<file path="src/rtl/ipfi_pkg.sv">
package ipfi_pkg;
   typedef enum logic [1:0] {
      SND_SET  = 2'd0,
      SND_CLR  = 2'd1,
      SND_FLAG = 2'd2,
      SND_RSVD = 2'd3
   } snd_view_e;

   typedef enum logic {
      RCV_STATUS = 1'b0,
      RCV_ACK    = 1'b1
   } rcv_view_e;
endpackage

</file>
<file path="src/rtl/ipfi_sender_port.sv">
module ipfi_sender_port
   import ipfi_pkg::*;
#(
   parameter int FLAG_W = 32
) (
   input  logic              we,
   input  logic [1:0]        addr,
   input  logic [FLAG_W-1:0] wdata,
   input  logic [FLAG_W-1:0] flags,
   output logic [FLAG_W-1:0] set_mask,
   output logic [FLAG_W-1:0] clr_mask,
   output logic [FLAG_W-1:0] rdata
);
   snd_view_e view;
   assign view = snd_view_e'(addr);

   always_comb begin
      set_mask = '0;
      clr_mask = '0;
      if (we) begin
         unique case (view)
            SND_SET: set_mask = wdata;
            SND_CLR: clr_mask = wdata;
            default: ;
         endcase
      end
   end

   // only the flag view returns state; write-one views read as zero
   assign rdata = (view == SND_FLAG) ? flags : '0;
endmodule

</file>
<file path="src/rtl/ipfi_receiver_port.sv">
module ipfi_receiver_port
   import ipfi_pkg::*;
#(
   parameter int FLAG_W = 32
) (
   input  logic              we,
   input  logic              addr,
   input  logic [FLAG_W-1:0] wdata,
   input  logic [FLAG_W-1:0] flags,
   output logic [FLAG_W-1:0] ack_mask,
   output logic [FLAG_W-1:0] rdata
);
   rcv_view_e view;
   assign view     = rcv_view_e'(addr);
   assign ack_mask = (we && view == RCV_ACK) ? wdata : '0;
   assign rdata    = (view == RCV_STATUS) ? flags : '0;
endmodule

</file>
<file path="src/rtl/ipfi_flag_bank.sv">
module ipfi_flag_bank #(
   parameter int FLAG_W = 32
) (
   input  logic              clk,
   input  logic              rst_n,
   input  logic [FLAG_W-1:0] set_mask,
   input  logic [FLAG_W-1:0] clr_mask,
   input  logic [FLAG_W-1:0] ack_mask,
   output logic [FLAG_W-1:0] flags
);
   for (genvar b = 0; b < FLAG_W; b++) begin : g_bit
      logic pend_q;
      always_ff @(posedge clk or negedge rst_n) begin
         if (!rst_n)
            pend_q <= 1'b0;
         else if (set_mask[b])
            pend_q <= 1'b1;            // set has priority over any drop
         else if (clr_mask[b] || ack_mask[b])
            pend_q <= 1'b0;
      end
      assign flags[b] = pend_q;
   end
endmodule

</file>
<file path="src/rtl/ipfi_irq_gen.sv">
module ipfi_irq_gen #(
   parameter int IRQ_N = 4
) (
   input  logic             clk,
   input  logic             rst_n,
   input  logic [IRQ_N-1:0] trig,
   output logic [IRQ_N-1:0] irq
);
   // pulses depend on set writes only, so drops never touch them
   for (genvar i = 0; i < IRQ_N; i++) begin : g_line
      logic pulse_q;
      always_ff @(posedge clk or negedge rst_n) begin
         if (!rst_n) pulse_q <= 1'b0;
         else        pulse_q <= trig[i];
      end
      assign irq[i] = pulse_q;
   end
endmodule

</file>
<file path="src/rtl/ipfi_unit.sv">
module ipfi_unit #(
   parameter int FLAG_W = 32,
   parameter int IRQ_N  = 4
) (
   input  logic              clk,
   input  logic              rst_n,
   input  logic              snd_we,
   input  logic [1:0]        snd_addr,
   input  logic [FLAG_W-1:0] snd_wdata,
   output logic [FLAG_W-1:0] snd_rdata,
   input  logic              rcv_we,
   input  logic              rcv_addr,
   input  logic [FLAG_W-1:0] rcv_wdata,
   output logic [FLAG_W-1:0] rcv_rdata,
   output logic [IRQ_N-1:0]  irq
);
   localparam int POLL_W = FLAG_W - IRQ_N;

   if (IRQ_N < 1 || IRQ_N > FLAG_W) begin : g_bad_irq_n
      $error("ipfi_unit: IRQ_N must lie in 1..FLAG_W");
   end
   if (POLL_W < 0) begin : g_bad_poll_w
      $error("ipfi_unit: negative polled-flag width");
   end

   logic [FLAG_W-1:0] set_mask;
   logic [FLAG_W-1:0] clr_mask;
   logic [FLAG_W-1:0] ack_mask;
   logic [FLAG_W-1:0] flags_q;

   ipfi_sender_port #(.FLAG_W(FLAG_W)) u_snd (
      .we(snd_we), .addr(snd_addr), .wdata(snd_wdata), .flags(flags_q),
      .set_mask(set_mask), .clr_mask(clr_mask), .rdata(snd_rdata)
   );

   ipfi_receiver_port #(.FLAG_W(FLAG_W)) u_rcv (
      .we(rcv_we), .addr(rcv_addr), .wdata(rcv_wdata), .flags(flags_q),
      .ack_mask(ack_mask), .rdata(rcv_rdata)
   );

   ipfi_flag_bank #(.FLAG_W(FLAG_W)) u_bank (
      .clk(clk), .rst_n(rst_n), .set_mask(set_mask), .clr_mask(clr_mask),
      .ack_mask(ack_mask), .flags(flags_q)
   );

   ipfi_irq_gen #(.IRQ_N(IRQ_N)) u_irq (
      .clk(clk), .rst_n(rst_n), .trig(set_mask[IRQ_N-1:0]), .irq(irq)
   );
endmodule

</file>
<file path="config.mk">
export PLATFORM = sky130hd
export DESIGN_NAME = ipfi_unit
export DESIGN_NICKNAME = d
export VERILOG_FILES = /design/src/rtl/ipfi_pkg.sv /design/src/rtl/ipfi_sender_port.sv /design/src/rtl/ipfi_receiver_port.sv /design/src/rtl/ipfi_flag_bank.sv /design/src/rtl/ipfi_irq_gen.sv /design/src/rtl/ipfi_unit.sv
export SDC_FILE = /design/constraint.sdc
export NUM_CORES = 1
export LEC_CHECK = 0
export ABC_AREA = 1
export CAP_MARGIN = 25
export CORE_MARGIN = 1
export CORE_UTILIZATION = 38
export DETAILED_ROUTE_END_ITERATION = 12
export PLACE_DENSITY = 0.8
export SLEW_MARGIN = 20
export SYNTH_ARGS = -nofsm -noshare
export SYNTH_HDL_FRONTEND = slang
export SYNTH_HIERARCHICAL = 1
export SYNTH_SLANG_ARGS = --single-unit
</file>
<file path="constraint.sdc">
create_clock -name clk -period 0.8 [get_ports clk]
set_input_delay 0.16 -clock clk [delete_from_list [all_inputs] [get_ports clk]]
set_output_delay 0.16 -clock clk [all_outputs]
set_load 0.005 [all_outputs]
</file>
==> flow_summary.rst <==
.. list-table::
   :header-rows: 1

   * - Metric
     - Value
   * - Overflow left after global routing
     - 0
   * - Via count of the first global-routing pass
     - 3168
   * - Mapped Nets
     - 584
   * - Quantity of I/O buffers inserted on ports
     - 138
   * - Delay of the slowest cell on the worst path
     - 410 ps
   * - Flip-flop and latch count after synthesis
     - 36
   * - Post-layout power
     - 6.913 mW
   * - Leading post-synthesis cells by cell area
     - dfrtp_1 31%, nor2_1 25%, inv_1 17%
   * - Clk_lat worst skew
     - 290 ps
   * - Total detailed-routing wirelength
     - 11.08 mm
   * - Seq. cell area
     - 900.9 um^2
   * - Number of maximum-capacitance constraint violations
     - 0
   * - Met1 WL
     - 4.253 mm
   * - Path class of the lowest-slack min-delay path
     - in -> reg
   * - Post-route clock period utilization
     - 150.0%
   * - Critical path's slowest cell
     - dfrtp_1
   * - Hold WS
     - 278.9 ps
   * - Cell taking the most area after synthesis
     - dfrtp_1
   * - Ratio of cells with drive above 1 in the final layout
     - 40.26%
   * - Area of the multi-input gates
     - 1524 um^2
   * - Fraction of post-synthesis cell area in the top cell type by area
     - 30.85%
   * - Clock sink count
     - 36
   * - Startpoint kind of the worst setup timing path
     - register
   * - Placeable core region
     - 7331 um^2
   * - Headroom to the max-slew limit
     - 73.90%
   * - Clock buffer count from CTS
     - 5
   * - Static Leakage
     - 2.766 nW
   * - Critical Path Sink Type
     - output pin
   * - Detail-routed net length per standard cell
     - 14.16 um
   * - Starting density of the core
     - 39.84%
   * - Floorplan die width
     - 89.67 um
   * - Initial antenna violation count
     - 0
   * - Length of routed met2 wiring
     - 5.675 mm
   * - Root Driver
     - clkbuf_8
   * - First-pass GRT wire length
     - 15.52 mm
   * - RSZ-0062 raised after global routing
     - yes
   * - Endpoint required time on the critical path
     - 640 ps
   * - N_diodes
     - 0
   * - Transition time at the pin with the least slew margin
     - 391.4 ps
   * - Top Layer Used
     - met4
   * - Setup WS pre-CTS
     - -956.4 ps
   * - Clk buf depth
     - 2
   * - Post-DRT Antenna Nets
     - 0
   * - Cells after Synth
     - 513
   * - Synthesis warning total
     - 6
   * - Smallest setup slack after layout
     - -400.3 ps
   * - Number of hold violations in the final report
     - 0
   * - Cells traversed along the worst timing path
     - buf_6 > inv_4 > nor2_4 > buf_2
   * - Failing checks
     - negative setup slack
   * - Count of TritonRoute iterations in the first routing pass
     - 4
   * - Number of top-level design ports
     - 139
   * - Num rows
     - 31
   * - Setup violators final
     - 100
   * - Maximum number of pins on one net before global-route repair
     - 33
   * - Count of nets after finishing
     - 753
   * - Post-route clock skew
     - 0 ps
   * - Gp weighted congestion
     - 0.7894
   * - Unique cell type count in the Yosys netlist
     - 8
   * - Result of the run
     - finished with violations
   * - Netlist area before placement
     - 2920 um^2
   * - Reg clk slew, reported paths
     - 80 ps
   * - Post-layout minimum cycle time
     - 1200 ps
   * - CTS tree
     - built
   * - DRC violation total after the first TritonRoute iteration
     - 143
   * - Critical path fanouts, max
     - 2
   * - Die Y-Extent
     - 89.67 um
   * - Post-synthesis area per instance
     - 5.693 um^2
   * - Accumulated negative setup slack
     - -22770 ps
   * - Filler cells
     - 598
   * - Count of non-filler cells in the finished layout
     - 782
   * - Sum of met3 wire segment lengths after detailed routing
     - 908 um
   * - Post-detailed-route via-to-cell ratio
     - 4.472
   * - Achievable Freq
     - 0.8331 GHz
   * - VDD IR-drop max
     - 0.6967 mV
   * - Global router's overall resource usage
     - 26.31%
   * - Final routed DRC violation total
     - 0
   * - Power per standard cell area
     - 1326 nW/um^2
   * - Type of the setup path with the least slack
     - reg -> out
   * - H-tree depth
     - 2
   * - Sequential-to-total area share from yosys stat
     - 30.85%
   * - Die footprint
     - 8040 um^2
   * - Number of vias after detailed routing
     - 3497
   * - Worst Path Arrival
     - 1040 ps
   * - Final number of max-transition violations
     - 0
   * - DPL Wire Length
     - 5.342 mm
   * - Area overhead of the layout relative to synthesis
     - 78.49%
   * - Number of cells after detailed placement
     - 706
==> sequential cells by signal, indices dropped and copies added, names as in the netlist <==
name and flops:
u_irq/g_line.pulse_q 4, u_bank/g_bit.pend_q 32
==> logic make-up after synthesis <==
family                 synth area share (%)
and+or+nand+nor                       37.79
DFF                                   30.85
buffers and inverters                 31.36
==> where the power goes <==
group | leakage, nW | total (mW) | switching (mW) | internal, mW
sequential | 0.465 | 2.26 | 0.198 | 2.06
combinational | 2.25 | 3.02 | 1.34 | 1.68
clock | 0.0541 | 1.64 | 0.719 | 0.923
==> worst paths after layout <==
| path | start | endpoint | slack (ps) | depth (start not counted) |
|---|---|---|---|---|
| worst max register to register | u_bank/g_bit[20].pend_q | u_bank/g_bit[20].pend_q | -130 | 5 |
| worst max-delay path | u_bank/g_bit[23].pend_q | snd_rdata[23] | -400 | 4 |
| max in group asynchronous | rst_n | u_bank/g_bit[26].pend_q | 180 | 3 |
| worst min-delay path | snd_wdata[15] | u_bank/g_bit[15].pend_q | 280 | 5 |
| min in group asynchronous | rst_n | u_bank/g_bit[31].pend_q | 370 | 3 |
| worst min register to register | u_bank/g_bit[8].pend_q | u_bank/g_bit[8].pend_q | 530 | 2 |
==> critical path, delay by kind of cell (launching register included) <==
family | cells | cell delay, ps
AND/OR/NAND/NOR | 1 | 30
flip-flops | 1 | 410
buffers and inverters | 3 | 300
==> what timing repair did <==
| item | 4_1_cts | 5_1_grt |
|---|---|---|
| pin swaps | 47 | 60 |
| hold endpoints to repair | 36 | 0 |
| endpoints found under the setup margin | 104 | 100 |
| gates cloned | 9 | 2 |
| resized for setup | 387 | 118 |
| setup buffers | 44 | 17 |
| hold buffers | 1 | 0 |
==> placed cells by master, fill, tap and decap left out, types with 7 or more instances in the layout <==
| master | count |
|---|---|
| nand2_1 | 83 |
| nor2_2 | 33 |
| buf_12 | 10 |
| inv_1 | 93 |
| dfrtp_1 | 36 |
| buf_6 | 46 |
| buf_2 | 72 |
| nand2_2 | 14 |
| buf_4 | 12 |
| inv_2 | 33 |
| buf_16 | 7 |
| clkdlybuf4s50_1 | 63 |
| nor2_1 | 131 |
| nor2_4 | 28 |
==> through the flow <==
stage               area (um^2)  utilization [%]
floorplan                  2920                -
global placement           4138            56.44
detailed placement         4138            56.44
CTS                        4731            64.53
global route               5213            71.10
finish                     5213            71.10
==> final cells by class <==
type | count | area share, %
inverter | 130 | 9.554
sequential | 36 | 17.28
tap | 99 | 2.376
timing repair buffer | 214 | 39.41
clock buffer | 5 | 1.320
clock inverter | 3 | 0.8161
multi-input combinational | 295 | 29.24
==> per-layer routing <==
metal / global-route usage (%) / vias up
met5: 0 / -
met2: 47.87 / 145
met3: 5.210 / 25
li1: - / 1714
met4: 8.225 / 0
met1: 31.09 / 1613
==> Yosys cell counts <==
library cell,count
nor2_1,192
inv_1,130
nand2_1,99
nand2_4,1
dfrtp_1,36
buf_4,46
buf_2,3
buf_6,6
(Power assumes the default switching activity.)
